$ cat config.mk
export PLATFORM = sky130hd
export DESIGN_NAME = updown_strobe_counter
export DESIGN_NICKNAME = d
export VERILOG_FILES = /design/src/rtl/updown_strobe_counter.sv
export SDC_FILE = /design/constraint.sdc
export NUM_CORES = 1
export LEC_CHECK = 0
export ABC_AREA = 1
export BUFFER_PORTS_ARGS = -buffer_cell sky130_fd_sc_hd__buf_2
export CAP_MARGIN = 15
export CORE_MARGIN = 5
export CORE_UTILIZATION = 45
export DETAILED_ROUTE_END_ITERATION = 6
export PLACE_DENSITY = 0.71
export SKIP_CTS_REPAIR_TIMING = 1
export SLEW_MARGIN = 30
export SYNTH_ARGS = -nofsm -noshare
export SYNTH_HDL_FRONTEND = slang
export SYNTH_SLANG_ARGS = --single-unit
$ cat constraint.sdc
create_clock -name clk -period 1.4 [get_ports clk]
set_input_delay 0.07 -clock clk [delete_from_list [all_inputs] [get_ports clk]]
set_output_delay 0.07 -clock clk [all_outputs]
set_load 0.02 [all_outputs]
$ cat src/rtl/updown_strobe_counter.sv
`timescale 1ns/1ps
module updown_strobe_counter #(
  parameter bit DECADE = 1'b1,
  parameter int W      = 4
) (
  input  logic         clk,
  input  logic         clr,
  input  logic         load_n,
  input  logic [W-1:0] preset,
  input  logic         up_stb,
  input  logic         dn_stb,
  output logic [W-1:0] count,
  output logic         carry_n,
  output logic         borrow_n
);
  localparam logic [W-1:0] TOP  = DECADE ? W'(9) : {W{1'b1}};
  localparam logic [W-1:0] ZERO = '0;

  logic [2:0] up_sh, dn_sh;
  logic       up_lvl, dn_lvl, up_rise, dn_rise;
  logic       step_up, step_dn;
  logic [W-1:0] cnt_inc, cnt_dec;

  always_ff @(posedge clk or posedge clr) begin
    if (clr) begin
      up_sh <= '1;
      dn_sh <= '1;
    end else begin
      up_sh <= {up_sh[1:0], up_stb};
      dn_sh <= {dn_sh[1:0], dn_stb};
    end
  end

  assign up_lvl  = up_sh[1];
  assign dn_lvl  = dn_sh[1];
  assign up_rise = up_sh[1] & ~up_sh[2];
  assign dn_rise = dn_sh[1] & ~dn_sh[2];
  assign step_up = up_rise & dn_lvl;
  assign step_dn = dn_rise & up_lvl;

  assign cnt_inc = (count >= TOP) ? ZERO : count + W'(1);
  assign cnt_dec = (count == ZERO || count > TOP) ? TOP : count - W'(1);

  always_ff @(posedge clk or posedge clr) begin
    if (clr)          count <= ZERO;
    else if (!load_n) count <= preset;
    else if (step_up) count <= cnt_inc;
    else if (step_dn) count <= cnt_dec;
  end

  assign carry_n  = ~((count == TOP)  & ~up_lvl);
  assign borrow_n = ~((count == ZERO) & ~dn_lvl);

  AST_CLEAR_ZERO: assert property (@(posedge clk) disable iff (clr)
    $past(clr) |-> count == ZERO);
  AST_LOAD_WINS: assert property (@(posedge clk) disable iff (clr)
    !load_n |=> count == $past(preset));
  AST_UP_STEP: assert property (@(posedge clk) disable iff (clr)
    (load_n && up_rise && dn_lvl) |=> (count == ZERO || count == $past(count) + W'(1)));
  AST_DN_STEP: assert property (@(posedge clk) disable iff (clr)
    (load_n && dn_rise && up_lvl) |=> (count == TOP || count == $past(count) - W'(1)));
  AST_HOLD_IDLE: assert property (@(posedge clk) disable iff (clr)
    (load_n && !(up_rise && dn_lvl) && !(dn_rise && up_lvl)) |=> $stable(count));
  AST_CARRY_AT_TOP: assert property (@(posedge clk) disable iff (clr)
    !carry_n |-> count == TOP);
  AST_BORROW_AT_ZERO: assert property (@(posedge clk) disable iff (clr)
    !borrow_n |-> count == ZERO);
  AST_STEP_LEGAL: assert property (@(posedge clk) disable iff (clr)
    (load_n && ((up_rise && dn_lvl) || (dn_rise && up_lvl))) |=> count <= TOP);
endmodule

# After elaboration in Yosys (flattened, before gate mapping)
# Index checks and enable logic that the tools add are counted.
# classes
eq_ne	2
bitwise_logic	12
add_sub_neg	2
magnitude_cmp	2
mux	5
reduce_logical	2
# op_table
operator	count
2-to-1 mux 4 bit	5
bitwise AND 1 bit	6
inverter 1 bit	6
adder 4 x 1 -> 4 bit, second input constant	1
equality test 4 bit, second input constant	1
>= comparator 4 bit, second input constant	1
> comparator 4 bit, second input constant	1
zero test 4 bit	1
subtractor 4 x 1 -> 4 bit, second input constant	1
!= test 3 x 1 -> 1 bit, second input constant	1
logical OR 1 bit	1
# totals
regBits	10
word_cells	28
inputBits	9
out_inout_bits	6

# Longest topological paths before layout
# Gate-level depths: netlist (run 1).
# logic_depth
depth_word	6
ltp_mapped	11
ltp_nobuf	11

# Worst setup path after synthesis (run 1)
# Ideal clock, no wire load.
# synth_path
kind	reg-to-reg
from	reg count[0]
to	reg count[1]
path_stages_with_launch	11
slack_ns	-0.102
required_ns	1.283
arrival_ns	1.386
setup_ns	0.117
synth_period_minus_slack_ns	1.502
n_path_buf	0
cell_sequence	dfrtp_1 > inv_1 > ha_1 > nand2_1 > nand2_1 > nand3_1 > inv_1 > nand2_1 > nand3_1 > nand2_1 > nand2_1
# synth_between
elab_chain_len	6
elab_cells_between_ends	11
classes_between	add/sub (2); order compare (2); mux (5); reduce/logical (2)
# synth_rtl
item	line_no	text
from (decl)	12	output logic [W-1:0] count,
from (signal assigned)	46	else if (!load_n) count <= preset;
from (signal assigned)	47	else if (step_up) count <= cnt_inc;
from (signal assigned)	48	else if (step_dn) count <= cnt_dec;
> comparator 4 bit or zero test 4 bit (tied branches)	42	assign cnt_dec = (count == ZERO || count > TOP) ? TOP : count - W'(1);
logical OR 1 bit	42	
2-to-1 mux 4 bit	42	
2-to-1 mux 4 bit	48	
2-to-1 mux 4 bit *	47	
2-to-1 mux 4 bit *	46	
# Every way passes the cells marked *; elsewhere a longest branch is shown, timed or not. The select of a mux whose other input is x is not followed.
# A chain may end at the register's enable or synchronous reset.

# Worst setup path in the final report (run 1)
# layout_path
from	reg count[1]
to	reg count[3]
# The elaborated chain is that of the path after synthesis.

==> flow_metrics.env, run 1 <==
export IMPL_io_pins=15
export IMPL_holdPathStages=3
export IMPL_h_tree_depth=1
export IMPL_vias=581
export IMPL_area_growth_pct=42.5
export IMPL_drt_iter0_drc=10
export IMPL_rows=13
export IMPL_diodes=0
export IMPL_min_delay_start="preset[0]"
export IMPL_die_h_um=47.6
export IMPL_tns_ns=-0.00756
export IMPL_layout_drive_gt1_share_pct=42.9
export IMPL_reg2reg_to="count[3]$_DFFE_PP0P_"
export IMPL_r2r_setup_slack_ns=-0.007
export IMPL_drv_slew=0
export IMPL_finalHoldViolCount=0
export IMPL_fin_nets=125
export IMPL_end_kind="flip-flop"
export IMPL_holdPathEnd="count[0]$_DFFE_PP0P_"
export IMPL_synth_cell_types=16
export IMPL_cp_common_cell="nand2_1"
export IMPL_setup_ws_ns=-0.00658
export IMPL_syn_cell_area_um2=636
export IMPL_cts_sinks=10
export IMPL_final_util_pct=68.8
export IMPL_p_leak_nw=0.468
export IMPL_drcViolationCount=0
export IMPL_die_w_um=47.6
export IMPL_start_util_pct=48.2
export IMPL_grt_pass1_wl_um=2120
export IMPL_grt_usage_pct=13.0
export IMPL_crit_required_ns=1.55
export IMPL_ys_warn_count=0
export IMPL_whs_ns=0.0485
export IMPL_cts_root_buffer="clkbuf_4"
export IMPL_max_freq_ghz=0.711
export IMPL_critPathSlowestCell="dfrtp_2"
export IMPL_hold_path_class="in2reg"
export IMPL_cp_top_family="simple AND/OR/NAND/NOR gates"
export IMPL_synth_area_per_cell_um2=7.31
export IMPL_fp_dieArea_mm2=0.00226
export IMPL_status="complete, but fails checks"
export IMPL_cts_buffer_depth=2
export IMPL_dp_cells=120
export IMPL_yosysSeqAreaShare_pct=40.6
export IMPL_cts_buffers=3
export IMPL_max_stage_delay_ns=0.43
export IMPL_path_cells="inv_4, ha_4, nand2_4, nor2_4, nor2_4, nor2_4, nand2_1, nand2_1, nand2_1, nand2_1, nand2_1"
export IMPL_stdcell_count=127
export IMPL_cts_tree="done"
export IMPL_grt_max_degree=11
export IMPL_violations="negative setup slack"
export IMPL_drt_antenna_violating_nets=0
export IMPL_grt_overflow=0
export IMPL_ff2ff_path_depth=11
export IMPL_min_period_ns=1.41
export IMPL_vdd_drop_max_mv=0.705
export IMPL_power_density_mw_per_mm2=1180
export IMPL_place_congestion=0.879
export IMPL_total_power_mw=1.07
export IMPL_port_buffers=14
export IMPL_routed_wl_um=1350
export IMPL_synth_seq_cells=10
export IMPL_antenna_found_initial=0
export IMPL_grt_pass1_vias=519
export IMPL_clock_latency_ns=0.26
export IMPL_r2r_start="count[1]$_DFFE_PP0P_"
export IMPL_rsz0062_at_grt="true"
export IMPL_cp_arrival_ns=1.56
export IMPL_dr_pass1_iters=4
export IMPL_cts_clk_slew_worst_paths_ns=0.07
export IMPL_viasPerCell=4.57
export IMPL_setup_viol=2
export IMPL_drv_cap=0
export IMPL_dp_hpwl_um=996
export IMPL_fin_crit_sh_pct=100
export IMPL_crit_path_max_fanout=3
export IMPL_post_drt_wl_per_cell_um=10.6
export IMPL_worst_pin_slew_ns=0.364
export IMPL_maxSlewHeadroom_pct=75.7
export IMPL_syn_instance_count=87
export IMPL_cp_start_kind="flip-flop"
export IMPL_core_area_mm2=0.00132
export IMPL_syn_num_nets=99
export IMPL_skew_ns=0.00490
export IMPL_criticalPathCategory="reg2reg"
export IMPL_cp_num_buf_inv=1
==> synthesized netlist by cell type, drive strengths merged <==
cell type | instances | share of area, %
a21oi | 1 | 0.79
clkbuf | 1 | 2.2
dfrtp | 4 | 16
dfstp | 6 | 25
ha | 3 | 5.9
inv | 12 | 7.1
nand2 | 33 | 20
nand3 | 6 | 4.7
nand4 | 1 | 0.98
nor2 | 16 | 12
nor3 | 1 | 2.6
o21ai | 1 | 0.79
xor2 | 2 | 2.8
==> per-layer routing <==
metal / vias up / GRT usage [%] / part of all wire, %
met5: - / 0 / 0
met4: 0 / 3.23 / 0
met3: 0 / 1.13 / 4.1
met2: 12 / 22.2 / 50
met1: 258 / 17.9 / 45
li1: 311 / - / -
==> tightest hold or removal path, delay by kind of cell <==
kind                   cells  cell delay (ns)
buffers and inverters      1             0.08
AND/OR/NAND/NOR            2             0.12
==> cells in the final DEF, fill, tap and decap left out <==
master / n
inv_1: 10
nand4_1: 1
dlygate4sd3_1: 3
buf_6: 2
dfstp_2: 6
nand3_1: 5
a21oi_1: 1
inv_4: 1
buf_2: 12
xor2_1: 2
o21ai_0: 1
clkbuf_4: 3
nor2_4: 5
nand2_1: 28
clkbuf_8: 1
nand2_4: 2
inv_2: 1
nor2_1: 11
ha_1: 1
ha_4: 2
dfrtp_2: 3
nand2_2: 3
nor3_4: 1
buf_4: 5
nand3_2: 1
dfrtp_1: 1
==> area by class of cell <==
| type | count | area [um^2] |
|---|---|---|
| clock buffer | 4 | 36.3 |
| fill | 118 | 412 |
| inverter | 12 | 47.5 |
| multi-input combinational | 64 | 392 |
| sequential | 10 | 262 |
| tap | 15 | 18.8 |
| timing repair buffer | 22 | 150 |
==> kinds of logic (layout without fill, tap and decap cells) <==
family	Yosys count	in the layout	synth area share [%]
adders and majority gates	3	3	5.91
buffers and inverters	13	38	9.25
DFF	10	10	40.6
xor gates and xnor gates	2	2	2.76
AOI/OAI and AO/OA	2	2	1.57
and+or+nand+nor	57	57	40.0
==> per-stage QoR <==
| step | setup WS (ns) | instance area, um^2 |
|---|---|---|
| finish | -0.00658 | 906 |
| floorplan | 0.00263 | 638 |
| detailed placement | -0.0309 | 751 |
| global placement | -0.00797 | 751 |
| CTS | -0.118 | 787 |
| global route | -0.0960 | 906 |
==> worst max-delay path by stage <==
stage | cells after the start | from | end | slack [ns]
floorplan | 10 | count[0]$_DFFE_PP0P_ | count[1]$_DFFE_PP0P_ | 0.003
global placement | 11 | count[0]$_DFFE_PP0P_ | count[3]$_DFFE_PP0P_ | -0.008
detailed placement | 11 | count[0]$_DFFE_PP0P_ | count[3]$_DFFE_PP0P_ | -0.03
CTS | 6 | count[0]$_DFFE_PP0P_ | borrow_n | -0.12
global route | 11 | count[1]$_DFFE_PP0P_ | count[3]$_DFFE_PP0P_ | -0.1
finish | 11 | count[1]$_DFFE_PP0P_ | count[3]$_DFFE_PP0P_ | -0.007
==> report_power, final <==
| part | total [mW] | switching, mW | leakage (nW) | internal [mW] |
|---|---|---|---|---|
| Combinational | 0.435 | 0.248 | 0.339 | 0.187 |
| Sequential | 0.382 | 0.0530 | 0.108 | 0.329 |
| Clock | 0.254 | 0.0960 | 0.0210 | 0.158 |
| Total | 1.07 | 0.397 | 0.468 | 0.673 |
==> registers in the layout (all words and copies together), names as in the netlist <==
name and count:
up_sh 3, count 4, dn_sh 3
(Power assumes the default switching activity.)
==> run 2: changes to the inputs <==
Settings changed: BUFFER_PORTS_ARGS -buffer_cell sky130_fd_sc_hd__buf_2 to unset, CORE_AREA set to 5 5 42 44, CORE_MARGIN 5 to unset, CORE_UTILIZATION 45 to unset, DIE_AREA set to 0 0 47 49, DONT_BUFFER_PORTS set to 1, PLACE_DENSITY 0.71 to unset.
==> run 2 against run 1 <==
Effect of this change:
- the run ends with negative hold slack, negative setup slack left
- clock skew grew 0.0035 ns
- critical path depth decreased by 5
- die area increased by 1.7%
- first-iteration DRC count grew 30%
- cell count down 2.4%
- core utilization down 4.8 points
- clock power is 2% higher
- via count shrank 1.4%
- total power barely moved
- sequential cell count unchanged
- maximum frequency decreased by 0.49%
- count of clock-buffer cells in the layout stayed put
- highest routed layer is now met4
==> flow_metrics.env, run 2 (synthesis gave the netlist of run 1 again) <==
export IMPL_status="complete, but fails checks"
export IMPL_violations="negative hold slack, negative setup slack"
export IMPL_path_cells="inv_2, ha_4, nand2_2, nor2_2, buf_4, nand2_2"
export IMPL_stdcell_count=124
export IMPL_critPathSlowestCell="dfrtp_2"
export IMPL_area_growth_pct=40.9
export IMPL_crit_required_ns=1.33
export IMPL_cts_buffer_depth=2
export IMPL_die_w_um=47
export IMPL_cp_arrival_ns=1.34
export IMPL_fp_dieArea_mm2=0.00230
export IMPL_ff2ff_path_depth=11
export IMPL_drv_slew=0
export IMPL_rsz0062_at_grt="true"
export IMPL_diodes=0
export IMPL_cts_buffers=3
export IMPL_setup_viol=1
export IMPL_grt_usage_pct=13.3
export IMPL_final_cell_mix="nand2_1 (28), buf_4 (12), nor2_1 (11)"
export IMPL_vias=573
export IMPL_drt_antenna_violating_nets=0
export IMPL_clock_latency_ns=0.27
export IMPL_dr_pass1_iters=2
export IMPL_cts_sinks=10
export IMPL_cts_clk_slew_worst_paths_ns=0.07
export IMPL_max_freq_ghz=0.707
export IMPL_end_kind="output port"
export IMPL_drcViolationCount=0
export IMPL_cp_common_cell="nand2_2"
export IMPL_power_clock_fraction_pct=24.3
export IMPL_layout_area_seq_um2=262
export IMPL_swShare_pct=36.1
export IMPL_largest_reg_flops=4
export IMPL_cp_num_buf_inv=2
export IMPL_final_common_cell="nand2_1"
export IMPL_die_h_um=49
export IMPL_p_switching_mw=0.387
export IMPL_routed_wl_um=1360
export IMPL_criticalPathCategory="reg2out"
export IMPL_skew_ns=0.00840
export IMPL_cts_root_buffer="clkbuf_4"
export IMPL_fin_nets=121
export IMPL_reg2reg_to="count[3]$_DFFE_PP0P_"
export IMPL_core_area_mm2=0.00140
export IMPL_power_density_mw_per_mm2=1200
export IMPL_min_period_ns=1.41
export IMPL_cp_top_family="flip-flops"
export IMPL_maxSlewHeadroom_pct=75.3
export IMPL_power_frac_seq_pct=35.7
export IMPL_cts_tree="done"
export IMPL_post_drt_wl_per_cell_um=10.9
export IMPL_grt_pass1_vias=494
export IMPL_r2r_setup_slack_ns=0.02
export IMPL_viasPerCell=4.62
export IMPL_place_congestion=0.784
export IMPL_vdd_drop_max_mv=0.683
export IMPL_regMostFlops="count"
export IMPL_rows=14
export IMPL_cp_start_kind="flip-flop"
export IMPL_nFillCells=125
export IMPL_min_delay_start="load_n"
export IMPL_drt_iter0_drc=13
export IMPL_p_leak_nw=0.456
export IMPL_hold_path_class="in2reg"
export IMPL_setup_ws_ns=-0.0134
export IMPL_worst_pin_slew_ns=0.371
export IMPL_fin_crit_sh_pct=101
export IMPL_whs_ns=-0.00328
export IMPL_antenna_found_initial=0
export IMPL_multiInputGateArea_um2=379
export IMPL_dp_cells=112
export IMPL_layout_drive_gt1_share_pct=38.9
export IMPL_holdPathEnd="count[2]$_DFFE_PP0P_"
export IMPL_start_util_pct=45.4
export IMPL_r2r_start="count[1]$_DFFE_PP0P_"
export IMPL_h_tree_depth=1
export IMPL_final_util_pct=63.9
export IMPL_top_regs="count x4, dn_sh x3, up_sh x3"
export IMPL_max_stage_delay_ns=0.44
export IMPL_crit_path_max_fanout=3
export IMPL_pwr_share_comb_pct=40.0
export IMPL_io_pins=15
export IMPL_grt_max_degree=11
export IMPL_drv_cap=0
export IMPL_holdPathStages=3
export IMPL_grt_overflow=0
export IMPL_dp_hpwl_um=986
export IMPL_finalHoldViolCount=1
export IMPL_port_buffers=0
export IMPL_grt_pass1_wl_um=2160
export IMPL_p_int_mw=0.684
[run 2: cell count changes in the layout (fill, tap and decap cells not counted), sizes merged]
cell | previous run | this run
buf | 19 | 13
dlygate4sd3 | 3 | 5
[run 2: worst max-delay path by stage]
stage / end / slack [ns] / cells past startpoint / startpoint
after CTS: borrow_n / -0.21 / 6 / count[0]$_DFFE_PP0P_
after detailed placement: count[2]$_DFFE_PP0P_ / 0.004 / 9 / count[0]$_DFFE_PP0P_
after global placement: count[3]$_DFFE_PP0P_ / 0.02 / 11 / count[1]$_DFFE_PP0P_
after floorplan: count[1]$_DFFE_PP0P_ / 0.003 / 10 / count[0]$_DFFE_PP0P_
after global routing: count[3]$_DFFE_PP0P_ / -0.10 / 11 / count[1]$_DFFE_PP0P_
final: borrow_n / -0.01 / 6 / count[0]$_DFFE_PP0P_
[run 2: final cells by class]
class,count,share of cell area [%]
Clock buffer,4,4.05
Inverter,12,5.31
Multi-Input combinational cell,64,42.3
Sequential cell,10,29.2
Tap cell,16,2.23
Timing Repair Buffer,18,16.9
[run 2: per-stage QoR]
| stage | power, mW | hold WS (ns) | setup TNS [ns] | setup slack [ns] | area [um^2] |
|---|---|---|---|---|---|
| floorplan | 0.614 | -0.0943 | 0 | 0.00263 | 638 |
| global placement | 0.712 | -0.0464 | 0 | 0.0218 | 719 |
| detailed placement | 0.716 | -0.0411 | 0 | 0.00352 | 719 |
| CTS | 0.987 | -0.342 | -0.286 | -0.207 | 756 |
| global route | 1.16 | 0.00126 | -0.309 | -0.104 | 896 |
| finish | 1.07 | -0.00328 | -0.0134 | -0.0134 | 896 |
[run 2: routing by layer]
layer  track usage (%)  up-vias  wire length (um)
met5                 0        -                 0
met4              9.68        0                45
met1              17.0      251               627
li1                  -      307                 -
met3              4.80        5                51
met2              17.6       10               632
[run 2: power by group through the flow]
| stage | Sequential, mW | Clock [mW] | Combinational [mW] |
|---|---|---|---|
| 3_3_place_gp | 0.373 | 0 | 0.339 |
| 3_5_place_dp | 0.374 | 0 | 0.341 |
| 4_1_cts | 0.370 | 0.273 | 0.344 |
| 6_report | 0.382 | 0.260 | 0.429 |
| 2_1_floorplan | 0.393 | 0 | 0.221 |
| 5_1_grt | 0.389 | 0.294 | 0.476 |
[run 2: worst min-delay path, delay by kind of cell]
kind / cells / cell delay [ns]
and+or+nand+nor: 3 / 0.16
